--- src/rtl/fcs_pkg.sv ---
package fcs_pkg;
  typedef enum logic [1:0] {RM_ARRAY, RM_STATUS, RM_IDENT} rmode_t;
  typedef enum logic [1:0] {ST_IDLE, ST_SETUP, ST_BUSY, ST_SUSP} st_t;
  typedef enum logic [1:0] {PS_ERASE, PS_PROG, PS_LOCK} pend_t;
  typedef enum logic [2:0] {OP_ERASE, OP_PROG, OP_SETLK, OP_SETML, OP_CLRLK} op_t;

  localparam logic [7:0] C_RDARR = 8'hFF;
  localparam logic [7:0] C_RDSR  = 8'h70;
  localparam logic [7:0] C_CLRSR = 8'h50;
  localparam logic [7:0] C_RDID  = 8'h90;
  localparam logic [7:0] C_ERASE = 8'h20;
  localparam logic [7:0] C_PROG  = 8'h40;
  localparam logic [7:0] C_PROG2 = 8'h10;
  localparam logic [7:0] C_LOCK  = 8'h60;
  localparam logic [7:0] C_CONF  = 8'hD0;
  localparam logic [7:0] C_SUSP  = 8'hB0;
  localparam logic [7:0] C_SETLK = 8'h01;
  localparam logic [7:0] C_SETML = 8'hF1;
endpackage

--- src/rtl/fcs_timer.sv ---
module fcs_timer #(
  parameter int CNT_W = 8
) (
  input  logic             clk,
  input  logic             rst_n,
  input  logic             clr,
  input  logic             load,
  input  logic [CNT_W-1:0] load_val,
  input  logic             run,
  output logic             done
);
  logic [CNT_W-1:0] cnt;

  always_ff @(posedge clk or negedge rst_n) begin
    if (!rst_n)                 cnt <= '0;
    else if (clr)               cnt <= '0;
    else if (load)              cnt <= load_val;
    else if (run && cnt != '0)  cnt <= cnt - CNT_W'(1);
  end

  // finishes in the cycle where the last unit of busy time is spent
  assign done = run && (cnt == CNT_W'(1));
endmodule

--- src/rtl/fcs_lockbits.sv ---
module fcs_lockbits #(
  parameter int BLK_N = 16,
  localparam int BLK_W = $clog2(BLK_N)
) (
  input  logic             clk,
  input  logic             rst_n,
  input  logic             set_blk,
  input  logic [BLK_W-1:0] blk_idx,
  input  logic             set_master,
  input  logic             clr_blk,
  output logic [BLK_N-1:0] blk_lock,
  output logic             master
);
  for (genvar g = 0; g < BLK_N; g++) begin : g_lk
    always_ff @(posedge clk or negedge rst_n) begin
      if (!rst_n)                                    blk_lock[g] <= 1'b0;
      else if (clr_blk)                              blk_lock[g] <= 1'b0;
      else if (set_blk && blk_idx == BLK_W'(g))      blk_lock[g] <= 1'b1;
    end
  end

  always_ff @(posedge clk or negedge rst_n) begin
    if (!rst_n)          master <= 1'b0;
    else if (set_master) master <= 1'b1;
  end
endmodule

--- src/rtl/fcs_readmux.sv ---
module fcs_readmux
  import fcs_pkg::*;
#(
  parameter int ADDR_W = 20,
  parameter int BLK_N  = 16,
  parameter logic [7:0] MFR_ID = 8'hB3,
  parameter logic [7:0] DEV_ID = 8'h4E,
  localparam int BLK_W = $clog2(BLK_N),
  localparam int OFS_W = ADDR_W - BLK_W
) (
  input  rmode_t            rmode,
  input  logic [7:0]        status,
  input  logic [7:0]        arr_rdata,
  input  logic [ADDR_W-1:0] rd_addr,
  input  logic [BLK_N-1:0]  blk_lock,
  input  logic              master,
  output logic [7:0]        rd_data
);
  logic [OFS_W-1:0] ofs;
  logic [BLK_W-1:0] blk;
  logic [7:0]       id_byte;

  assign ofs = rd_addr[OFS_W-1:0];
  assign blk = rd_addr[ADDR_W-1 -: BLK_W];

  always_comb begin
    id_byte = 8'h00;
    if (ofs == OFS_W'(2))                          id_byte = {7'b0, blk_lock[blk]};
    else if (blk == '0 && ofs == OFS_W'(0))        id_byte = MFR_ID;
    else if (blk == '0 && ofs == OFS_W'(1))        id_byte = DEV_ID;
    else if (blk == '0 && ofs == OFS_W'(3))        id_byte = {7'b0, master};
  end

  always_comb begin
    case (rmode)
      RM_STATUS: rd_data = status;
      RM_IDENT:  rd_data = id_byte;
      default:   rd_data = arr_rdata;
    endcase
  end
endmodule

--- src/rtl/flash_cmd_seq.sv ---
module flash_cmd_seq
  import fcs_pkg::*;
#(
  parameter int ADDR_W    = 20,
  parameter int BLK_N     = 16,
  parameter int ERASE_CYC = 64,
  parameter int PROG_CYC  = 16,
  parameter int LOCK_CYC  = 32,
  parameter logic [7:0] MFR_ID = 8'hB3,
  parameter logic [7:0] DEV_ID = 8'h4E
) (
  input  logic              clk,
  input  logic              rst_n,
  input  logic              pwd_n,
  input  logic              hv_ovr,
  input  logic              vpp_low,
  input  logic              cmd_valid,
  output logic              cmd_ready,
  input  logic [ADDR_W-1:0] cmd_addr,
  input  logic [7:0]        cmd_data,
  input  logic [ADDR_W-1:0] rd_addr,
  output logic [7:0]        rd_data,
  output logic              ry_by,
  input  logic [7:0]        arr_rdata,
  output logic              arr_prog,
  output logic              arr_erase,
  output logic [ADDR_W-1:0] arr_addr,
  output logic [7:0]        arr_wdata
);
  localparam int BLK_W = $clog2(BLK_N);
  localparam int MAXC  = (ERASE_CYC > PROG_CYC) ?
                         ((ERASE_CYC > LOCK_CYC) ? ERASE_CYC : LOCK_CYC) :
                         ((PROG_CYC > LOCK_CYC) ? PROG_CYC : LOCK_CYC);
  localparam int CNT_W = $clog2(MAXC + 1);

  st_t               st;
  pend_t             pend;
  op_t               op, nxt_op;
  rmode_t            rmode;
  logic [ADDR_W-1:0] op_addr;
  logic [7:0]        op_data;
  logic              e_es, e_ws, e_vp, e_pr;
  logic              cmd_fire, seq_err, prot, go, erase_cls, tmr_done;
  logic [CNT_W-1:0]  load_val;
  logic [BLK_W-1:0]  cmd_blk;
  logic [BLK_N-1:0]  blk_lock;
  logic              master_lk;
  logic [7:0]        status;

  assign cmd_ready = pwd_n;
  assign cmd_fire  = cmd_valid && cmd_ready;
  assign cmd_blk   = cmd_addr[ADDR_W-1 -: BLK_W];

  // second-cycle decode and admission checks
  always_comb begin
    nxt_op  = OP_ERASE;
    seq_err = 1'b0;
    case (pend)
      PS_ERASE: seq_err = (cmd_data != C_CONF);
      PS_PROG:  nxt_op  = OP_PROG;
      PS_LOCK: begin
        if (cmd_data == C_SETLK)      nxt_op = OP_SETLK;
        else if (cmd_data == C_SETML) nxt_op = OP_SETML;
        else if (cmd_data == C_CONF)  nxt_op = OP_CLRLK;
        else                          seq_err = 1'b1;
      end
      default:  seq_err = 1'b1;
    endcase
    erase_cls = (nxt_op == OP_ERASE) || (nxt_op == OP_CLRLK);
    prot = (((nxt_op == OP_ERASE) || (nxt_op == OP_PROG)) && blk_lock[cmd_blk]) ||
           (((nxt_op == OP_SETLK) || (nxt_op == OP_CLRLK)) && master_lk && !hv_ovr);
    go = cmd_fire && (st == ST_SETUP) && !seq_err && !vpp_low && !prot;
    case (nxt_op)
      OP_PROG:             load_val = CNT_W'(PROG_CYC);
      OP_SETLK, OP_SETML:  load_val = CNT_W'(LOCK_CYC);
      default:             load_val = CNT_W'(ERASE_CYC);
    endcase
  end

  always_ff @(posedge clk or negedge rst_n) begin
    if (!rst_n) begin
      st <= ST_IDLE; pend <= PS_ERASE; op <= OP_ERASE; rmode <= RM_ARRAY;
      op_addr <= '0; op_data <= '0;
      e_es <= 1'b0; e_ws <= 1'b0; e_vp <= 1'b0; e_pr <= 1'b0;
    end else if (!pwd_n) begin
      st <= ST_IDLE; rmode <= RM_ARRAY;
      e_es <= 1'b0; e_ws <= 1'b0; e_vp <= 1'b0; e_pr <= 1'b0;
    end else begin
      case (st)
        ST_IDLE: if (cmd_fire) begin
          case (cmd_data)
            C_RDARR: rmode <= RM_ARRAY;
            C_RDSR:  rmode <= RM_STATUS;
            C_RDID:  rmode <= RM_IDENT;
            C_CLRSR: begin e_es <= 1'b0; e_ws <= 1'b0; e_vp <= 1'b0; e_pr <= 1'b0; end
            C_ERASE:        begin st <= ST_SETUP; pend <= PS_ERASE; rmode <= RM_STATUS; end
            C_PROG, C_PROG2: begin st <= ST_SETUP; pend <= PS_PROG;  rmode <= RM_STATUS; end
            C_LOCK:         begin st <= ST_SETUP; pend <= PS_LOCK;  rmode <= RM_STATUS; end
            default: ;
          endcase
        end
        ST_SETUP: if (cmd_fire) begin
          rmode   <= RM_STATUS;
          op      <= nxt_op;
          op_addr <= cmd_addr;
          op_data <= cmd_data;
          st      <= go ? ST_BUSY : ST_IDLE;
          if (seq_err) begin
            e_es <= 1'b1; e_ws <= 1'b1;
          end else if (vpp_low || prot) begin
            if (vpp_low) e_vp <= 1'b1;
            if (prot)    e_pr <= 1'b1;
            if (erase_cls) e_es <= 1'b1;
            else           e_ws <= 1'b1;
          end
        end
        ST_BUSY: begin
          if (tmr_done) st <= ST_IDLE;
          else if (cmd_fire && cmd_data == C_SUSP &&
                   (op == OP_ERASE || op == OP_PROG)) st <= ST_SUSP;
        end
        ST_SUSP: if (cmd_fire) begin
          case (cmd_data)
            C_RDARR: rmode <= RM_ARRAY;
            C_RDSR:  rmode <= RM_STATUS;
            C_RDID:  rmode <= RM_IDENT;
            C_CLRSR: begin e_es <= 1'b0; e_ws <= 1'b0; e_vp <= 1'b0; e_pr <= 1'b0; end
            C_CONF:  begin st <= ST_BUSY; rmode <= RM_STATUS; end
            default: ;
          endcase
        end
        default: st <= ST_IDLE;
      endcase
    end
  end

  fcs_timer #(.CNT_W(CNT_W)) u_tmr (
    .clk(clk), .rst_n(rst_n), .clr(!pwd_n), .load(go), .load_val(load_val),
    .run(st == ST_BUSY), .done(tmr_done)
  );

  fcs_lockbits #(.BLK_N(BLK_N)) u_lk (
    .clk(clk), .rst_n(rst_n),
    .set_blk(tmr_done && op == OP_SETLK),
    .blk_idx(op_addr[ADDR_W-1 -: BLK_W]),
    .set_master(tmr_done && op == OP_SETML),
    .clr_blk(tmr_done && op == OP_CLRLK),
    .blk_lock(blk_lock), .master(master_lk)
  );

  assign status = {st != ST_BUSY, st == ST_SUSP && op == OP_ERASE, e_es, e_ws,
                   e_vp, st == ST_SUSP && op == OP_PROG, e_pr, 1'b0};

  fcs_readmux #(.ADDR_W(ADDR_W), .BLK_N(BLK_N), .MFR_ID(MFR_ID), .DEV_ID(DEV_ID)) u_rd (
    .rmode(rmode), .status(status), .arr_rdata(arr_rdata), .rd_addr(rd_addr),
    .blk_lock(blk_lock), .master(master_lk), .rd_data(rd_data)
  );

  assign ry_by     = (st != ST_BUSY);
  assign arr_prog  = tmr_done && op == OP_PROG;
  assign arr_erase = tmr_done && op == OP_ERASE;
  assign arr_addr  = op_addr;
  assign arr_wdata = op_data;
endmodule

--- config.mk ---
export PLATFORM = sky130hd
export DESIGN_NAME = flash_cmd_seq
export DESIGN_NICKNAME = d
export VERILOG_FILES = /design/src/rtl/fcs_pkg.sv /design/src/rtl/fcs_timer.sv /design/src/rtl/fcs_lockbits.sv /design/src/rtl/fcs_readmux.sv /design/src/rtl/flash_cmd_seq.sv
export SDC_FILE = /design/constraint.sdc
export NUM_CORES = 1
export LEC_CHECK = 0
export ABC_AREA = 0
export BUFFER_PORTS_ARGS = -buffer_cell sky130_fd_sc_hd__buf_2
export CAP_MARGIN = 10
export CORE_AREA = 2 2 93 95
export CTS_CLUSTER_SIZE = 20
export DETAILED_ROUTE_END_ITERATION = 8
export DIE_AREA = 0 0 95 97
export GPL_ROUTABILITY_DRIVEN = 0
export PLACE_DENSITY = 0.84
export SLEW_MARGIN = 20
export SYNTH_ARGS = -nofsm -noshare
export SYNTH_HDL_FRONTEND = slang
export SYNTH_SLANG_ARGS = --single-unit
--- constraint.sdc ---
create_clock -name clk -period 2.18 [get_ports clk]
set_input_delay 0.436 -clock clk [delete_from_list [all_inputs] [get_ports clk]]
set_output_delay 0.436 -clock clk [all_outputs]
set_load 0.01 [all_outputs]
==> results.md, run 1 <==
- The number of global-route vias before repair came to 3700.
- In the synthesized netlist, the cells that appear most often are 65 x dfrtp_1, 34 x nor2_1, 32 x mux2_2, 29 x a21oi_1, 23 x nand2_1.
- The area of the placeable core is 0.00813 mm2.
- Measured against its own limit, the worst slew margin works out to 0.648.
- The signal on the critical path passes through inv_1, ha_2, nor4b_4, nand4_1, buf_4, nor3_4, a21oi_2, a21oi_1, buf_2.
- The setup check on the worst reg-to-reg path leaves a slack of -30 ps.
- The detailed-route vias per instance is 5.74.
- The clock period minus final worst setup slack is 2530 ps.
- The analysis attributes to net switching a power of 793 uW.
- The number of standard cells after synthesis is 377.
- The number of distinct standard cells referenced by the synthesized netlist is 61.
- The clock slew at the register clock pins of the worst setup and hold paths is 70 ps.
- The count of inserted antenna diode cells is 0.
- Across the run, the number of max-cap violations was 0.
- The H-tree depth reported by CTS is 3.
- The share of final-layout standard cells stronger than drive strength 1 is 0.497.
- The count of routing violations after the opening detailed-route iteration is 230.
- After synthesis, the share of flip-flops with an asynchronous set or reset is 1.00.
- The slew at the pin closest to its max-slew limit is 528 ps.
- For this run, the total global-route usage over all layers was measured as 0.235.
- The fraction of power consumed by the clock network is 0.340.
- Measured against the total synthesized area, the mux share comes to 0.155.
- The number of detailed-route iterations in the first pass is 5.
- The number of max-slew violations in the final report is 0.
- The initialized floorplan defines 33 standard-cell rows.
- The critical path arrival is 2090 ps.
- The most numerous cell in the Yosys netlist is dfrtp_1.
- The clock passes through at most 2 buffers.
- The count of flip-flops with a built-in enable after synthesis is 0.
- TritonCTS created 9 clock buffers.
- The end-of-flow core utilization is 0.663.
- The start of the worst register-to-register path is pend[0].
- The master cell of the clock root buffer is clkbuf_8.
- Of the available clock period, the critical path in the final layout requires 1.16.
- The number of fillers in the final layout is 597.
- The launching instance or port of the critical path is rmode[0].
- Counting flops and latches in the post-synthesis netlist gives 65.
- The share of power burned in registers is 0.476.
- For this block, the routed nets add up to 11000 um of wire.
- The first-pass GRT wire length is 17200 um.
- In this run the cell area of the synthesized design comes to 0.00383 mm2.
- For this run, the slowest stage of the critical path takes 400 ps.
- IR analysis of the VDD net gives a maximum drop of 0.420 mV.
- The worst hold path belongs to the class input port to asynchronous set/reset pin.
- The instance area after placement is 0.00480 mm2.
- Before CTS, the worst setup slack after placement is -284 ps.
- The height of the die is 97 um.
- Of the total synthesized cell area, the portion taken by XOR and XNOR cells is 0.00915.
- After routing, the total negative slack on setup checks comes to -2460 ps.
- The cell leakage power is 0.00260 uW.
- The internal cell power is 2110 uW.
- The count of boundary I/O pins is 102.
- STA puts the critical path data required time at 1740 ps.
- By area, the combinational part of the netlist is dominated by simple AND/OR/NAND/NOR gates.
- At the later pin of the worst-skew pair, clock insertion delay measures 340 ps.
- The setup violation total in the final timing report is 10.
- The clock tree from TritonCTS is done.
- For the worst flop-to-flop path, the logic depth is 9.
- The die extent in x is 95 um.
- In the final routed layout, each cell accounts on average for 16.8 um.
- The simple-gate share of the synthesized area is 0.178.
- The switching power share of the total is 0.273.
- The initial standard-cell utilization of the core is 0.471.
- Of the total power, combinational logic draws 0.184.
- The reg-to-reg endpoint is e_es.
- For this run, the register share of the synthesized area comes to 0.425.
- When the netlist entered floorplanning its net count stood at 453.
- The final antenna-violating net count is 0.
- Sorting the synthesized cells by area gives the leading types as dfrtp_1 42%, mux2_2 9.4%, mux4_2 5.3%, ha_1 4.6%, a21oi_1 3.8%.
- Setup repair after global routing could not meet its margin everywhere.
- In this run the mean area of a mapped cell was 10.2 um2.
- The total grt overflow is 0.
- The maximum clock frequency is 396 MHz.
- The compound-gate portion of the synthesized area was 0.147.
- Entering global routing, the biggest net connects 37 pins.
- The area overhead of the layout relative to synthesis is 40.8%.
- Of the total synthesized cell area, the portion taken by full adders, half adders and majority gates is 0.0458.
- The checks that failed: negative setup slack.
- The number of vias in the routed layout is 3742.
- The largest total area in the synthesized netlist belongs to dfrtp_1.
- The count of endpoints failing hold in the final timing report came to 0.
- The area of the die is 0.00922 mm2.
- In this run the worst path has a maximum fanout of 3.
- Summing all multi-input logic gate instances after layout gives 0.00232 mm2.
- The synthesis warning total is 0.
- On the critical path, the stage with the largest delay is an instance of dfrtp_1.
- The worst setup skew after layout is 6.54 ps.
- The final design instance area without fill is 0.00539 mm2.
- The kind of end point of the critical path is an output port.
- The TritonCTS sink count is 65.
- The run finished, with violations left.
- For this design the ratio of total power to cell area is 539 mW/mm2.
- After layout, the worst setup slack is -348 ps.
- The DRC violation count after routing is 0.
- The worst setup path is launched from a flop.
- The area share of the leading cell type in the synthesized netlist is 0.425.
- The half-perimeter wire length of the detailed placement result is 7810 um.
- The worst setup path is of the flop to output port kind.
- Hold timing on the final database bottoms out at a slack of 68.5 ps.
- The dominant register cell in the synthesized netlist is dfrtp_1.
- The number of antenna violations at the first check in global routing is 0.
- At the end of the flow, the number of nets in the layout was 620.
- The register area is 0.00163 mm2.
- The count of port buffers added during placement is 101.
[worst max-delay path: cells and delay by family (launching register included)]
family	cells	cell delay [ps]
and+or+nand+nor	3	530
DFF	1	400
adders and majority gates	1	160
AOI/OAI and AO/OA	2	260
buffers and inverters	3	420
[what timing repair did]
action	4_1_cts	5_1_grt
pin swaps	15	19
buffers inserted	16	6
endpoints found under the setup margin	14	39
hold buffers	0	0
resized for setup	22	32
[layout make-up]
class / count / area share
Multi-Input combinational cell: 276 / 0.430
Sequential cell: 65 / 0.302
Timing Repair Buffer: 170 / 0.194
Clock buffer: 11 / 0.0262
Tap cell: 105 / 0.0244
Inverter: 22 / 0.0153
Clock inverter: 3 / 0.00789
[metal layers]
layer,up-vias,global-route usage,part of all wire
met5,-,0,0
met4,0,0.0680,0.019
met3,20,0.0491,0.073
met2,187,0.399,0.49
met1,1808,0.301,0.42
li1,1727,-,-
[logic make-up (layout without fill, tap and decap cells)]
kind of cell / count (synthesis) / count (layout)
compound gates: 84 / 84
xor+xnor: 4 / 4
fa+ha+maj: 14 / 14
buf+inv: 36 / 206
flops: 65 / 65
mux: 44 / 44
simple gates: 130 / 130
[cell usage in the layout, fill, tap and decap left out, drive strengths merged, types with 2 or more instances in the layout]
cell / netlist / final
o311a: 2 / 2
nand4: 5 / 5
nor2: 34 / 34
mux2: 33 / 33
and3: 2 / 2
a21oi: 29 / 29
nor3: 20 / 20
and2: 3 / 3
o211ai: 5 / 5
o21ai: 16 / 16
ha: 14 / 14
mux2i: 2 / 2
dfrtp: 65 / 65
nand2: 23 / 23
nor2b: 6 / 6
clkbuf: 8 / 11
inv: 21 / 21
mux4: 9 / 9
xor2: 2 / 2
nor4b: 4 / 4
and3b: 2 / 2
nand2b: 4 / 4
clkinv: 1 / 2
nand3: 9 / 9
a31oi: 9 / 9
xnor2: 2 / 2
or4: 4 / 4
or3b: 2 / 2
nor3b: 2 / 2
o211a: 2 / 2
a211oi: 5 / 5
nor4: 8 / 8
buf: 6 / 170
[stage by stage]
stage                     std cells  total power [uW]
after floorplan                 377              1640
after global placement          617              1890
after detailed placement        617              1920
after CTS                       647              2920
after global routing            652              3030
final                           652              2900
[registers in the layout, summed over array words and instances, names as in the netlist]
signal	cells
arr_addr	20
arr_wdata	8
e_es	1
e_pr	1
e_vp	1
e_ws	1
op	3
pend	2
rmode	2
st	2
u_lk.blk_lock	16
u_lk.master	1
u_tmr.cnt	7
[worst max path at each step]
stage | end | cells past startpoint
final | rd_data[4] | 9
after global routing | rd_data[4] | 9
after detailed placement | rd_data[0] | 6
after floorplan | e_ws | 7
after global placement | rd_data[0] | 6
after CTS | rd_data[2] | 9
[power by group through the flow]
stage / clock network, uW / registers [uW] / logic [uW]
after floorplan: 0 / 1450 / 193
after global placement: 0 / 1390 / 501
after detailed placement: 0 / 1400 / 518
after CTS: 1010 / 1380 / 526
after global routing: 1050 / 1400 / 580
final: 987 / 1380 / 533
No activity file was read; power rests on OpenSTA's default activity.
==> run 2, diff against run 1 <==
Settings changed: ABC_AREA 0 to 1, CORE_AREA 2 2 93 95 to 2 2 97 99, DIE_AREA 0 0 95 97 to 0 0 99 101, PLACE_DENSITY 0.84 to 0.85, SYNTH_HIERARCHICAL from default to 1.
==> run 2 against run 1 <==
The run now ends clean. Count of clock-buffer cells in the layout fell by 1. Via count rose by 18%. Synthesized area rose by 12%. Highest routed layer unchanged.
==> results.md, run 2 <==
- The worst setup path is launched from a flop.
- The setup violation total in the final timing report is 0 (-10).
- The area of the die is 0.0100 mm2 (+8.5%).
- The final antenna-violating net count came to 0 (unchanged).
- The detailed-route vias per instance is 5.29 (-7.8%).
- The cell leakage power is 0.00274 uW (+5.4%).
- The slowest stage of the critical path belongs to the cell dfrtp_1.
- In the synthesized netlist, the cells that appear most often are 135 x nand2_1, 80 x nor2_1, 71 x inv_1, 65 x dfrtp_1, 65 x nand3_1.
- The share of synthesized registers carrying an async set or reset is 1.00 (unchanged).
- The post-synthesis cell area is 0.00430 mm2 (+12%).
- The count of inserted antenna diode cells came to 0 (unchanged).
- The clock slew at the register clock pins of the worst setup and hold paths is 80 ps (about the same).
- The clock period minus final worst setup slack was 2100 ps (-432 ps).
- The H-tree depth reported by CTS came to 3 (unchanged).
- The number of buffer and inverter stages on the critical path came to 1 (-2).
- The deepest clock path buffer count came to 2 (unchanged).
- The count of flip-flops with a built-in enable after synthesis is 0 (unchanged).
- The count of boundary I/O pins was 102 (unchanged).
- Compared with the post-synthesis result, the final layout area differs by 24.6%.
- The height of the die is 101 um (+4.1%).
- The switching power share of the total came to 0.377 (+0.103).
- The critical path arrival was 1660 ps (-430 ps).
- The routed wire length was 11500 um (+5.1%).
- The number of hold-repair buffers added at the cts stage came to 0 (unchanged).
- The synthesis warning total is 6 (+6).
- Sorting the synthesized cells by area gives the leading types as dfrtp_1 38%, nand2_1 12%, nand3_1 7.6%, nor2_1 7.0%, inv_1 6.2%.
- The maximum fanout along the worst path is 5 (+2).
- The power dissipated by switching net loads is 1780 uW (+120%).
- The flip-flop and latch count after synthesis was 65 (unchanged).
- Leaving out fill and tap cells, the most frequent cells in the layout are 135 x nand2_1, 101 x buf_2, 76 x nor2_1.
- The area of the placeable core is 0.00898 mm2 (+10%).
- The DRC violation count after routing is 0 (unchanged).
- The count of max-cap constraint violations is 0 (unchanged).
- The pin count of the biggest net entering global routing is 47 (+27%).
- The number of global-route vias before repair was 4138 (+12%).
- The count of routing violations after the opening detailed-route iteration was 313 (+36%).
- The biggest area contributor in the post-synthesis netlist is dfrtp_1.
- The total power of the final layout is 4720 uW (+63%).
- The power per cell area came to 881 mW/mm2 (+63%).
- The critical path is of the flop to output port type.
- The path class of the tightest hold or removal check is input port to asynchronous set/reset pin.
- The half-perimeter wire length of the detailed placement result is 8580 um (+9.9%).
- The area share of the leading cell type in the synthesized netlist is 0.378 (-0.0471).
- The count of port buffers added during placement is 101 (unchanged).
- The number of nets in the finished design is 792 (+28%).
- The share of the yosys chip area belonging to registers is 0.378 (-0.0471).
- STA classifies the critical path endpoint as an output port.
- The TritonCTS sink count is 65 (unchanged).
- Walking the worst path, the cells encountered are or2_4, nor3_1, a21oi_1, a21oi_1, buf_2.
- The maximum clock frequency is 477 MHz (+21%).
- Setup repair after global routing could not meet its margin everywhere.
- The end-of-flow core utilization came to 0.597 (-0.0653).
- The slew at the pin closest to its max-slew limit is 542 ps (+13.8 ps).
- The number of detailed-route iterations in the first pass was 4 (-1).
- The total grt overflow is 0 (unchanged).
- The share of the clock period used by the worst path came to 0.961 (-0.198).
- The power share of the combinational group is 0.382 (+0.198).
- The first-pass GRT wire length came to 18600 um (+8.4%).
- The internal cell power was 2940 uW (+40%).
- The mean routed wirelength per cell is 13.8 um (-18%).
- The number of antenna violations at the first check in global routing is 0 (unchanged).
- The initial standard-cell utilization of the core was 0.479 (+0.00890).
- The die extent in x came to 99 um (+4.2%).
- The highest ir drop seen on vdd is 0.602 mV (+43%).
- The number of flip-flops in the largest register is 20 (unchanged).
- The number of distinct standard cells referenced by the synthesized netlist is 39 (-36%).
- The most common cell type on the critical path is a21oi_1.
- The number of max-slew violations in the final report was 0 (unchanged).
- The count of endpoints failing hold in the final timing report is 0 (unchanged).
- Among all flip-flop cells after synthesis, the most frequent one is dfrtp_1.
- nand2_1 is the most common cell in the netlist.
- The global-route usage over all layers is 0.230 (-0.00564).
- The final design instance area without fill is 0.00536 mm2 (-0.51%).
- The share of final-layout standard cells stronger than drive strength 1 is 0.312 (-0.185).
- The kind of cell adding the most delay to the critical path is simple AND/OR/NAND/NOR gates.
- The maximum cell stage delay along the critical path is 440 ps (+40 ps).
- The number of standard cells after synthesis is 593 (+57%).
- The clock tree from TritonCTS is done.
- The master cell of the clock root buffer is clkbuf_8.
- The placement-stage worst setup slack is -23.4 ps (+261 ps).
- The least setup slack across all paths after layout is 84.2 ps (+432 ps).
- The instance area after placement is 0.00498 mm2 (+3.6%).
- The mean area per synthesized cell is 7.26 um2 (-29%).
- The worst setup skew after layout is 8.05 ps (+1.51 ps).
- The run finished with clean final reports.
- The library cell used most frequently in the layout, excluding fill and tap cells, is nand2_1.
- The required time of the critical path came to 1740 ps (about the same).
- The number of vias in the routed layout is 4403 (+18%).
- The fraction of power consumed by the clock network is 0.243 (-0.097).
- The share of power burned in registers is 0.376 (-0.100).
- The number of buffers created by CTS came to 9 (unchanged).
- The worst slew margin relative to its limit is 0.639 (-0.00918).
- The clock latency reported for the late side of the worst-skew pair is 350 ps (about the same).
- The row count is 35 (+6.1%).
==> run 2: layout make-up <==
type	count	area, um2
Fill cell	799	3610
Clock buffer	10	128
Multi-Input combinational cell	440	2410
Clock inverter	6	90.1
Timing Repair Buffer	122	676
Inverter	78	293
Sequential cell	65	1630
Tap cell	111	139
==> run 2: what timing repair did <==
action / CTS / global route
pin swaps: 2 / 5
setup buffers: 3 / 6
endpoints found under the setup margin: 10 / 17
resized for setup: 7 / 20
==> run 2: per-stage QoR <==
stage,hold slack (ps),TNS [ps],instances
floorplan,140,0,597
global placement,438,0,807
detailed placement,445,-23.4,807
CTS,65.7,0,826
global route,89.3,-84.4,832
finish,65.8,0,832
==> run 2: metal layers <==
metal	routed length (um)	vias to the layer above	global-route usage
li1	-	2156	-
met1	4800	2059	0.283
met2	5730	163	0.407
met3	701	25	0.0374
met4	284	0	0.0811
met5	0	-	0
==> run 2: worst reg2reg max path: stages, from the launching register on <==
cell	delay, ps
dfrtp_1	440
inv_2	110
ha_4	300
nand4_1	150
nand3_1	130
nand2_1	60
nand2_2	60
nand3_1	100
inv_1	100
inv_2	70
or2_2	280
nand4_1	110
nand2_1	60
==> run 2: cell families (layout without fill, tap and decap cells) <==
family                   after synthesis  count (layout)  share of synthesized area
other                                  1               5                   0.000871
adder cells (fa/ha/maj)               14              14                     0.0407
multiplexers                          16              16                     0.0419
flip-flops                            65              65                      0.378
AND/OR/NAND/NOR                      333             333                      0.355
AO/OA/AOI/OAI                         71              71                     0.0895
buffers and inverters                 92             216                     0.0922
XOR/XNOR                               1               1                    0.00204
==> run 2: path summary, 6_finish.rpt <==
check	start	to	slack (ps)	depth (start not counted)
max	op[1]	rd_data[2]	80	5
max reg2reg	pend[1]	u_tmr/cnt[5]	90	12
min reg2reg	arr_wdata[2]	arr_wdata[2]	480	2
min in group clk	cmd_addr[10]	arr_addr[10]	310	2
max in group asynchronous	rst_n	u_tmr/cnt[5]	1490	2
min	rst_n	arr_addr[0]	70	1
==> run 2: power groups by stage <==
stage | sequential (uW) | clock, uW | combinational, uW
3_3_place_gp | 1760 | 0 | 1660
3_5_place_dp | 1790 | 0 | 1710
2_1_floorplan | 1880 | 0 | 941
6_report | 1770 | 1150 | 1800
4_1_cts | 1770 | 1160 | 1740
5_1_grt | 1830 | 1220 | 2010
